`config.mk`:
```
export PLATFORM = sky130hd
export DESIGN_NAME = addr_trigger_match
export DESIGN_NICKNAME = d
export VERILOG_FILES = /design/src/rtl/atm_pkg.sv /design/src/rtl/atm_trig_unit.sv /design/src/rtl/atm_lowest_first.sv /design/src/rtl/addr_trigger_match.sv
export SDC_FILE = /design/constraint.sdc
export NUM_CORES = 1
export LEC_CHECK = 0
export BUFFER_PORTS_ARGS = -buffer_cell sky130_fd_sc_hd__buf_4
export CAP_MARGIN = 20
export CORE_MARGIN = 5
export CORE_UTILIZATION = 62
export DETAILED_ROUTE_END_ITERATION = 8
export PLACE_DENSITY_LB_ADDON = 0.25
export SLEW_MARGIN = 25
export SYNTH_ARGS = -nofsm -noshare
export SYNTH_HDL_FRONTEND = slang
export SYNTH_SLANG_ARGS = --single-unit
```
`constraint.sdc`:
```
create_clock -name vclk -period 21.5
set_clock_uncertainty 0.2 [all_clocks]
set_input_delay 4.3 -clock vclk [all_inputs]
set_output_delay 4.3 -clock vclk [all_outputs]
set_load 0.05 [all_outputs]
```
`src/rtl/atm_pkg.sv`:
```
package atm_pkg;
  localparam int unsigned CTRL_W   = 12;
  localparam int unsigned B_LOAD   = 0;
  localparam int unsigned B_STORE  = 1;
  localparam int unsigned B_EXEC   = 2;
  localparam int unsigned B_PRIV0  = 3;
  localparam int unsigned SZ_LSB   = 8;
  localparam int unsigned SZ_W     = 4;

  // window length in bytes for a size code; any/unsupported -> 8
  function automatic logic [3:0] win_len(input logic [SZ_W-1:0] code);
    case (code)
      4'd1:    win_len = 4'd1;
      4'd2:    win_len = 4'd2;
      4'd3:    win_len = 4'd4;
      4'd5:    win_len = 4'd8;
      default: win_len = 4'd8;
    endcase
  endfunction
endpackage

```
`src/rtl/atm_trig_unit.sv`:
```
module atm_trig_unit
  import atm_pkg::*;
#(
  parameter int unsigned XLEN = 32
) (
  input  logic              clk,
  input  logic              rst,
  input  logic [CTRL_W-1:0] ctrl,
  input  logic [XLEN-1:0]   cmp,
  input  logic [1:0]        priv,
  input  logic              fetch_valid,
  input  logic [XLEN-1:0]   fetch_pc,
  input  logic              data_valid,
  input  logic [XLEN-1:0]   data_addr,
  input  logic              data_rd,
  input  logic              data_wr,
  input  logic [3:0]        acc_len,
  output logic              hit
);
  localparam int unsigned EW = XLEN + 1;

  logic [3:0]  priv_bits;
  logic        priv_ok, armed, exec_hit, data_hit, kind_ok, overlap;
  logic [EW-1:0] a_lo, a_hi, w_lo, w_hi;
  logic        unused_ctrl_bit;

  assign unused_ctrl_bit = ctrl[7];
  assign priv_bits = ctrl[B_PRIV0 +: 4];
  assign priv_ok   = priv_bits[priv];
  assign armed     = (ctrl[B_PRIV0] | ctrl[B_PRIV0+1] | ctrl[B_PRIV0+3]) &&
                     (|ctrl[B_EXEC:B_LOAD]);

  assign a_lo = {1'b0, data_addr};
  assign a_hi = a_lo + {{(EW-4){1'b0}}, acc_len};
  assign w_lo = {1'b0, cmp};
  assign w_hi = w_lo + {{(EW-4){1'b0}}, win_len(ctrl[SZ_LSB +: SZ_W])};
  assign overlap = (a_lo < w_hi) && (w_lo < a_hi);

  assign kind_ok  = (data_rd && ctrl[B_LOAD]) || (data_wr && ctrl[B_STORE]);
  assign exec_hit = fetch_valid && ctrl[B_EXEC] && (fetch_pc == cmp);
  assign data_hit = data_valid && kind_ok && overlap;
  assign hit      = armed && priv_ok && (exec_hit || data_hit);

  // a hit implies the privilege enable for the current mode
  p_priv_qual_r4: assert property (@(posedge clk) disable iff (rst)
    hit |-> ctrl[B_PRIV0 + 32'(priv)]);
  // a hit implies some access kind is armed
  p_kind_armed_r1: assert property (@(posedge clk) disable iff (rst)
    hit |-> (ctrl[B_LOAD] || ctrl[B_STORE] || ctrl[B_EXEC]));
endmodule

```
`src/rtl/atm_lowest_first.sv`:
```
module atm_lowest_first #(
  parameter int unsigned N = 4,
  localparam int unsigned IW = (N > 1) ? $clog2(N) : 1
) (
  input  logic          clk,
  input  logic          rst,
  input  logic [N-1:0]  req_vec,
  output logic          any,
  output logic [IW-1:0] idx
);
  always_comb begin
    idx = '0;
    for (int i = N - 1; i >= 0; i--) begin
      if (req_vec[i]) idx = IW'(i);
    end
  end
  assign any = |req_vec;

  // reported index hits and nothing below it does
  p_lowest_wins_r7: assert property (@(posedge clk) disable iff (rst)
    any |-> (req_vec[idx] && ((req_vec & ~({N{1'b1}} << idx)) == '0)));
endmodule

```
`src/rtl/addr_trigger_match.sv`:
```
module addr_trigger_match
  import atm_pkg::*;
#(
  parameter int unsigned NUM_TRIG = 4,
  parameter int unsigned XLEN     = 32,
  localparam int unsigned IW      = (NUM_TRIG > 1) ? $clog2(NUM_TRIG) : 1
) (
  input  logic                       clk,
  input  logic                       rst,
  input  logic [NUM_TRIG*CTRL_W-1:0] trig_ctrl,
  input  logic [NUM_TRIG*XLEN-1:0]   trig_cmp,
  input  logic [1:0]                 priv,
  input  logic                       fetch_valid,
  input  logic [XLEN-1:0]            fetch_pc,
  input  logic                       data_valid,
  input  logic [XLEN-1:0]            data_addr,
  input  logic                       data_rd,
  input  logic                       data_wr,
  input  logic [1:0]                 data_size,
  output logic                       bkpt_req,
  output logic [IW-1:0]              bkpt_idx
);
  logic [NUM_TRIG-1:0] hit_vec;
  logic [3:0]          acc_len;

  assign acc_len = 4'd1 << data_size;

  for (genvar g = 0; g < NUM_TRIG; g++) begin : g_trig
    atm_trig_unit #(.XLEN(XLEN)) u_unit (
      .clk        (clk),
      .rst        (rst),
      .ctrl       (trig_ctrl[g*CTRL_W +: CTRL_W]),
      .cmp        (trig_cmp[g*XLEN +: XLEN]),
      .priv       (priv),
      .fetch_valid(fetch_valid),
      .fetch_pc   (fetch_pc),
      .data_valid (data_valid),
      .data_addr  (data_addr),
      .data_rd    (data_rd),
      .data_wr    (data_wr),
      .acc_len    (acc_len),
      .hit        (hit_vec[g])
    );
  end

  atm_lowest_first #(.N(NUM_TRIG)) u_pick (
    .clk    (clk),
    .rst    (rst),
    .req_vec(hit_vec),
    .any    (bkpt_req),
    .idx    (bkpt_idx)
  );

  // no request without a valid fetch or data access
  p_idle_quiet_r8: assert property (@(posedge clk) disable iff (rst)
    (!fetch_valid && !data_valid) |-> !bkpt_req);
  // reported index names an existing trigger
  p_idx_range_r9: assert property (@(posedge clk) disable iff (rst)
    bkpt_req |-> (32'(bkpt_idx) < NUM_TRIG));
endmodule

```
==> impl_metrics.csv, run 1 <==
group,metric,value,unit
final_layout,seq_cell_count,0,
critical_path,crit_fanout,5,
critical_path,cp.buffers_inverters,2,
sta,rsz0062_at_grt,"no",
sta,slew_headroom,20.4,%
critical_path,crit_top_cell,"a21oi_1",
power_and_ir_drop,vdd_drop_max,0.0000159,V
sta,worst_slack,7.13,ns
final_layout,fin_util,75.5,%
sta,hold_violations,0,
sta,drv_slew,0,
global_route,grt_use_total,39.7,%
yosys,synthCells,1322,
placement,gp_congestion,1.06,
critical_path,crit_family,"compound AO/OA/AOI/OAI gates",
critical_path,critPathSlowestCell,"a211oi_1",
final_layout,drive_gt1_share,16.8,%
die,core-area,0.0164,mm2
placement,port_buffers,247,
placement,dp_hpwl,35500,um
power_and_ir_drop,p_leak,5.82,nW
power_and_ir_drop,p_per_area,21.3,mW/mm2
die,die_h,139,um
final_layout,diodes,0,
final_layout,fin_nets,2090,
yosys,syn_nets,1845,
critical_path,criticalPathCategory,"in2out",
job,drv_cap,0,
yosys,synth.distinct_cells,60,
clock_network,hold_buffers,0,
final_layout,fin_area,0.0124,mm2
final_layout,num-clock-buffers,0,
global_route,gr-total-overflow,0,
yosys,yosysSeqAreaShare,0,%
clock_network,post_cts_resized,0,
sta,fin_crit,14.37,ns
final_layout,area_delta_synth_final,20.6,%
sta,clock.fmax,0.0696,GHz
die,io-pin-count,253,
sta,setup_viol,0,
sta,tightest_slew,1.16,ns
placement,dp_cells,1785,
drt,dr.pass1.iters,7,
drt,drt-total-wl,40600,um
yosys,synth_top_area_share,32.7,%
placement,preCtsSetupSlack,7.29,ns
critical_path,start_kind,"primary input",
critical_path,crit_chain,"buf_4 -> nor4b_1 -> ha_1 -> a21o_1 -> a21oi_1 -> o21bai_1 -> nor2b_1 -> and2_1 -> and3_1 -> and3_1 -> nand4_1 -> xor2_1 -> ha_1 -> nand2_1 -> o21ai_0 -> a211oi_1 -> o2111ai_1 -> a21oi_1 -> o21ai_0 -> o21ai_0 -> a21oi_1 -> a21oi_1 -> buf_4",
drt,wl_per_cell,22.7,um
die,std_cell_rows,47,
drt,drc_errors,0,
placement,place_area,0.0124,mm2
die,dieArea,0.0192,mm2
final_layout,fin_cells,1785,
sta,period_share,66.8,%
drt,drt_iter0_drc,1528,
sta,setup_tns,0,ns
final_layout,register_area,0,um2
global_route,grt_pass1_vias,11400,
global_route,antenna_found_initial,0,
critical_path,crit_arrival,9.87,ns
die,die_w,139,um
clock_network,postCtsSetupBuffers,0,
status,status,"complete, no violations",
drt,routed_via_density,6.66,
yosys,synth_most_common_cell,"ha_1",
yosys,syn-cell-area,0.0103,mm2
drt,vias,11900,
global_route,grt_pass1_wl,61600,um
drt,drt.antenna.violating_nets,0,
min_path,hp-class,"in2out",
yosys,syn_avg_cell_area,7.76,um2
final_layout,fillers,1398,
yosys,synth_warnings,0,
critical_path,critPathCaptureType,"output pin",
yosys,synth_common_cells,"ha_1 (268), xor2_1 (171), nand2_1 (115)",
yosys,synth_area_leaders,"ha_1 (33%), xor2_1 (15%), xnor2_1 (9.0%)",
global_route,grt_max_degree,10,
critical_path,max_stage_delay,0.50,ns
critical_path,crit_required,17.00,ns
yosys,synth_top_area_cell,"ha_1",
die,start_util,62.5,%
power breakdown:
part | switching [W] | internal [W] | total, W | leakage, nW
Sequential | 0 | 0 | 0 | 0
Clock | 0 | 0 | 0 | 0
Combinational | 0.000150 | 0.000113 | 0.000264 | 5.82
cell type report:
cell class | instances | area, um2 | share of cell area [%]
multi-input combinational | 1292 | 10100 | 82.0
tap | 220 | 275 | 2.22
inverter | 25 | 93.8 | 0.758
timing repair buffer | 248 | 1860 | 15.0
placed cells by master, fill, tap and decap left out, drive strengths merged, types with 12 or more instances in the layout:
master / count
ha: 268
buf: 248
xor2: 171
nand2: 115
xnor2: 106
a21oi: 90
nor2: 71
nand4: 68
nand3: 64
a21o: 61
o21ai: 46
and3: 38
inv: 25
nor3: 24
nor4: 21
nor2b: 19
and4: 19
a211oi: 12
kinds of logic (layout without fill, tap and decap cells):
group,Yosys count,count (layout),share of synthesized area [%]
AND/OR/NAND/NOR,471,471,24.1
XOR/XNOR,277,277,23.6
adder cells (fa/ha/maj),273,273,33.7
AO/OA/AOI/OAI,268,268,16.9
buffers and inverters,30,273,1.11
multiplexers,3,3,0.658
worst paths after layout:
kind,from,to,slack [ns],cells past startpoint
setup / recovery,trig_ctrl[21],bkpt_idx[0],7.13,23
hold / removal,trig_cmp[126],bkpt_idx[0],9.12,6
stage by stage:
stage | power, W | hold slack (ns)
4_1_cts | 0.000256 | 9.11
5_1_grt | 0.000285 | 9.17
6_report | 0.000264 | 9.12
2_1_floorplan | 0.000136 | 8.87
3_3_place_gp | 0.000246 | 9.10
3_5_place_dp | 0.000254 | 9.11
metal layers:
metal  wire length, um  track usage, %  vias up  share of wire, %
li1                  -               -     5468                 -
met1             15100            48.7     5383                37
met3              4530            7.14      208                11
met4              2830            20.7        0               7.0
met5                 0               0        -                 0
met2             18100            66.4      829                45
Note: power is estimated with default switching activity, not from simulation.
==> inputs of run 2 (changes only) <==
CORE_UTILIZATION = 52   (was 62)
clock period = 12.76 ns   (was 21.5 ns; I/O delays follow)
==> run 2 against run 1 <==
Compared with the run above: total power is 68% higher; die area grew 18%; clock-buffer cell count is the same; cell count grew 2.6%; non-clock buffer count rose by 1; global-route usage shrank 4.3 points.
==> impl_metrics.csv, run 2 (synthesized netlist as in run 1, its figures left out) <==
group,metric,value,unit
global_route,gr-total-overflow,0,
status,status,"complete, no violations",
final_layout,diodes,0,
min_path,hp-class,"in2out",
global_route,grt_pass1_vias,10900,
placement,port_buffers,247,
clock_network,post_cts_resized,0,
die,core-area,0.0195,mm2
placement,gp_congestion,1.06,
die,die_w,150,um
drt,wl_met2,19100,um
final_layout,drive_gt1_share,16.9,%
critical_path,crit_arrival,8.03,ns
sta,tightest_slew,0.965,ns
sta,period_share,84.5,%
drt,wl_per_cell,23.0,um
sta,fin_crit,10.79,ns
sta,clock.fmax,0.0927,GHz
drt,dr.pass1.iters,6,
power_and_ir_drop,power,0.000443,W
final_layout,area_delta_synth_final,21.3,%
sta,holdWs,5.64,ns
sta,setup_tns,0,ns
critical_path,crit_fanout,5,
drt,wl_met3,3960,um
drt,wl_met1,16700,um
global_route,grt_use_total,35.4,%
global_route,antenna_found_initial,2,
drt,routed.top_layer,"met5",
final_layout,mostFrequentLayoutCells,"ha_1 (268), buf_4 (249), xor2_1 (171), nand2_1 (115), xnor2_1 (106)",
min_path,hp-start,"trig_ctrl[2]",
drt,vias,11500,
placement,dp_hpwl,37100,um
power_and_ir_drop,p_leak,5.82,nW
sta,setup_viol,0,
final_layout,fillers,1812,
drt,routed_via_density,6.28,
global_route,grt_max_degree,10,
critical_path,start_kind,"primary input",
drt,drt-total-wl,42000,um
drt,drt_iter0_drc,989,
final_layout,num-clock-buffers,0,
drt,drt.antenna.violating_nets,0,
die,io-pin-count,253,
die,std_cell_rows,51,
die,start_util,52.7,%
sta,hold_violations,0,
min_path,min_to,"bkpt_idx[1]",
final_layout,layout_commonest_cell,"ha_1",
critical_path,critPathCaptureType,"output pin",
sta,drv_slew,0,
die,dieArea,0.0226,mm2
sta,slew_headroom,35.7,%
final_layout,fin_nets,2091,
die,die_h,150,um
clock_network,postCtsSetupBuffers,0,
power_and_ir_drop,p_per_area,35.6,mW/mm2
sta,rsz0062_at_grt,"no",
final_layout,seq_cell_count,0,
drt,drc_errors,0,
critical_path,criticalPathCategory,"in2out",
min_path,whs_path_depth,6,
final_layout,register_area,0,um2
job,drv_cap,0,
global_route,grt_pass1_wl,61400,um
clock_network,hold_buffers,0,
power_and_ir_drop,vdd_drop_max,0.0000243,V
critical_path,crit_required,10.01,ns
-- run 2: cell types whose count changed in the layout (fill, tap and decap cells not counted), sizes merged --
| cell | change |
|---|---|
| buf | +1 |
-- run 2: how the worst max path moves through the flow --
stage | from | to | slack (ns) | depth (start not counted)
2_1_floorplan | trig_ctrl[47] | bkpt_idx[0] | 2.75 | 21
3_3_place_gp | trig_ctrl[21] | bkpt_idx[0] | 2.10 | 23
3_5_place_dp | trig_ctrl[21] | bkpt_idx[0] | 2.03 | 23
4_1_cts | trig_ctrl[21] | bkpt_idx[0] | 2.01 | 23
5_1_grt | trig_ctrl[21] | bkpt_idx[0] | 1.65 | 23
6_report | trig_ctrl[21] | bkpt_idx[0] | 1.97 | 23
-- run 2: final cells by class --
| cell class | count | area [um2] | area share [%] |
|---|---|---|---|
| Tap cell | 265 | 332 | 2.66 |
| Inverter | 25 | 93.8 | 0.754 |
| Multi-Input combinational cell | 1292 | 10200 | 81.6 |
| Timing Repair Buffer | 249 | 1870 | 15.0 |
-- run 2: power breakdown --
group          internal (W)  total (W)  switching [W]  leakage, nW
registers                 0          0              0            0
clock network             0          0              0            0
logic              0.000190   0.000443       0.000252         5.82
-- run 2: per-layer routing --
layer	up-vias	track usage [%]
met5	-	0
met1	5337	45.6
met2	596	58.3
met4	4	15.7
li1	5448	-
met3	109	5.42
-- run 2: worst max-delay path: stages --
cell and delay, ns:
buf_4 0.12, nor4b_1 0.35, ha_1 0.25, a21o_1 0.13
a21oi_1 0.10, o21bai_1 0.23, nor2b_1 0.44, and2_1 0.37
and3_1 0.24, and3_1 0.34, nand4_1 0.15, xor2_1 0.17
ha_1 0.18, a21oi_1 0.13, o21ai_0 0.26, a211oi_1 0.48
o2111ai_1 0.18, a21oi_1 0.45, o21ai_0 0.16, o21ai_0 0.15
a21oi_1 0.15, a21oi_1 0.21, buf_4 0.23
-- run 2: per-stage QoR --
stage / area (um2) / utilization [%] / cells / worst slack [ns]
after global placement: 12400 / 63.9 / 1831 / 2.10
after global routing: 12400 / 64.0 / 1831 / 1.65
final: 12400 / 64.0 / 1831 / 1.97
after CTS: 12400 / 63.9 / 1831 / 2.01
after detailed placement: 12400 / 63.9 / 1831 / 2.03
after floorplan: 10300 / - / 1322 / 2.75
==> inputs of run 3 (changes only) <==
clock period = 8.86 ns   (was 12.76 ns; I/O delays follow)
==> run 3 against run 2 <==
Compared with the run above: clock-buffer cell count is the same; largest cell class unchanged; via count is 2.0% higher; core utilization increased by 1.5 points; first-iteration DRC count rose by 13%; flip-flop and latch count unchanged; setup slack worse by 1.8 ns; sequential share of layout area unchanged; wire length is 3.8% higher.
==> impl_metrics.csv, run 3 (synthesized netlist as in run 1, its figures left out) <==
group,metric,value,unit
placement,port_buffers,247,
global_route,grt_pass1_wl,63300,um
job,drv_cap,0,
drt,drt.antenna.violating_nets,0,
critical_path,max_stage_delay,0.88,ns
sta,clock.fmax,0.115,GHz
global_route,grt_use_total,36.7,%
placement,dp_hpwl,38500,um
placement,preCtsSetupSlack,0.0719,ns
critical_path,crit_family,"simple AND/OR/NAND/NOR gates",
die,die_h,150,um
critical_path,cp.buffers_inverters,2,
die,dieArea,0.0226,mm2
sta,tightest_slew,1.08,ns
power_and_ir_drop,p_int,0.000284,W
die,io-pin-count,253,
drt,drt_iter0_drc,1114,
final_layout,fin_util,65.5,%
critical_path,critPathSlowestCell,"nor3_1",
final_layout,register_area,0,um2
final_layout,fillers,1786,
die,start_util,52.7,%
critical_path,crit_required,6.89,ns
sta,hold_violations,0,
drt,wl_per_cell,23.4,um
critical_path,crit_chain,"buf_4 -> nor4b_1 -> ha_1 -> a21o_1 -> a21oi_1 -> nor2_1 -> nor2_1 -> nor3_1 -> and3_1 -> nand3_1 -> xor2_1 -> ha_1 -> a21o_1 -> a21oi_1 -> o211ai_1 -> a21oi_1 -> o21ai_0 -> o21ai_2 -> nand3b_1 -> buf_4",
min_path,hp-class,"in2out",
power_and_ir_drop,vdd_drop_max,0.0000298,V
die,std_cell_rows,51,
power_and_ir_drop,combPwrFrac,100.0,%
sta,setup_viol,0,
critical_path,crit_top_cell,"a21oi_1",
drt,drc_errors,0,
global_route,grt_max_degree,10,
sta,rsz0062_at_grt,"yes",
final_layout,mostFrequentLayoutCells,"buf_4 (284), ha_1 (268), xor2_1 (170), nand2_1 (115), xnor2_1 (106)",
min_path,min_to,"bkpt_idx[1]",
die,die_w,150,um
power_and_ir_drop,p_switching,0.000372,W
critical_path,crit_arrival,6.75,ns
final_layout,fin_area,0.0127,mm2
final_layout,seq_cell_count,0,
power_and_ir_drop,clockPowerShare,0,%
sta,period_share,98.4,%
sta,slew_headroom,27.2,%
drt,drt-total-wl,43600,um
power_and_ir_drop,p_per_area,51.5,mW/mm2
critical_path,crit_fanout,6,
sta,drv_slew,0,
final_layout,area_delta_synth_final,24.2,%
min_path,hp-start,"trig_ctrl[2]",
final_layout,fin_nets,2126,
die,core-area,0.0195,mm2
final_layout,layout_commonest_cell,"buf_4",
critical_path,start_kind,"primary input",
placement,gp_congestion,1.01,
final_layout,num-clock-buffers,0,
critical_path,critPathCaptureType,"output pin",
global_route,antenna_found_initial,2,
sta,worst_slack,0.139,ns
drt,routed_via_density,6.28,
min_path,whs_path_depth,6,
status,status,"complete, no violations",
power_and_ir_drop,seq_power_share,0,%
power_and_ir_drop,p_leak,6.01,nW
sta,setup_tns,0,ns
power_and_ir_drop,switching_share,56.7,%
final_layout,drive_gt1_share,19.2,%
critical_path,criticalPathCategory,"in2out",
placement,place_area,0.0127,mm2
final_layout,diodes,0,
power_and_ir_drop,power,0.000656,W
drt,dr.pass1.iters,5,
drt,vias,11700,
global_route,grt_pass1_vias,11200,
global_route,gr-total-overflow,0,
sta,fin_crit,8.72,ns
==> run 3: layer usage <==
metal	part of all wire, %	global-route usage, %
met1	39	46.3
met2	45	60.4
met3	9.8	7.31
met4	5.5	16.5
met5	0.053	0
==> run 3: final cells by class <==
class / count / area [um2] / share of cell area [%]
timing repair buffer: 284 / 2130 / 16.7
inverter: 25 / 93.8 / 0.736
multi-input combinational: 1292 / 10200 / 79.9
tap: 265 / 332 / 2.60
==> run 3: metrics by stage <==
stage | std cells | hold WS, ns
6_report | 1866 | 4.08
3_3_place_gp | 1866 | 4.07
3_5_place_dp | 1866 | 4.08
5_1_grt | 1866 | 4.13
2_1_floorplan | 1322 | 3.81
4_1_cts | 1866 | 4.07
==> run 3: timing repair <==
action,in CTS,in global routing
resized for setup,0,11
setup endpoints to repair,0,3
hold buffers,0,0
setup buffers,0,0
==> run 3: how the worst max path moves through the flow <==
stage,start,to,slack (ns),cells past startpoint
floorplan,trig_ctrl[47],bkpt_idx[0],0.41,21
global placement,trig_ctrl[47],bkpt_idx[0],0.11,23
detailed placement,trig_ctrl[47],bkpt_idx[0],0.07,23
CTS,trig_ctrl[47],bkpt_idx[0],0.07,23
global route,trig_ctrl[21],bkpt_idx[0],-0.06,25
finish,trig_ctrl[8],bkpt_req,0.14,20
==> run 3: power groups by stage <==
stage               sequential [W]  clock (W)  combinational, W
CTS                              0          0          0.000640
finish                           0          0          0.000656
global route                     0          0          0.000714
floorplan                        0          0          0.000331
global placement                 0          0          0.000622
detailed placement               0          0          0.000637
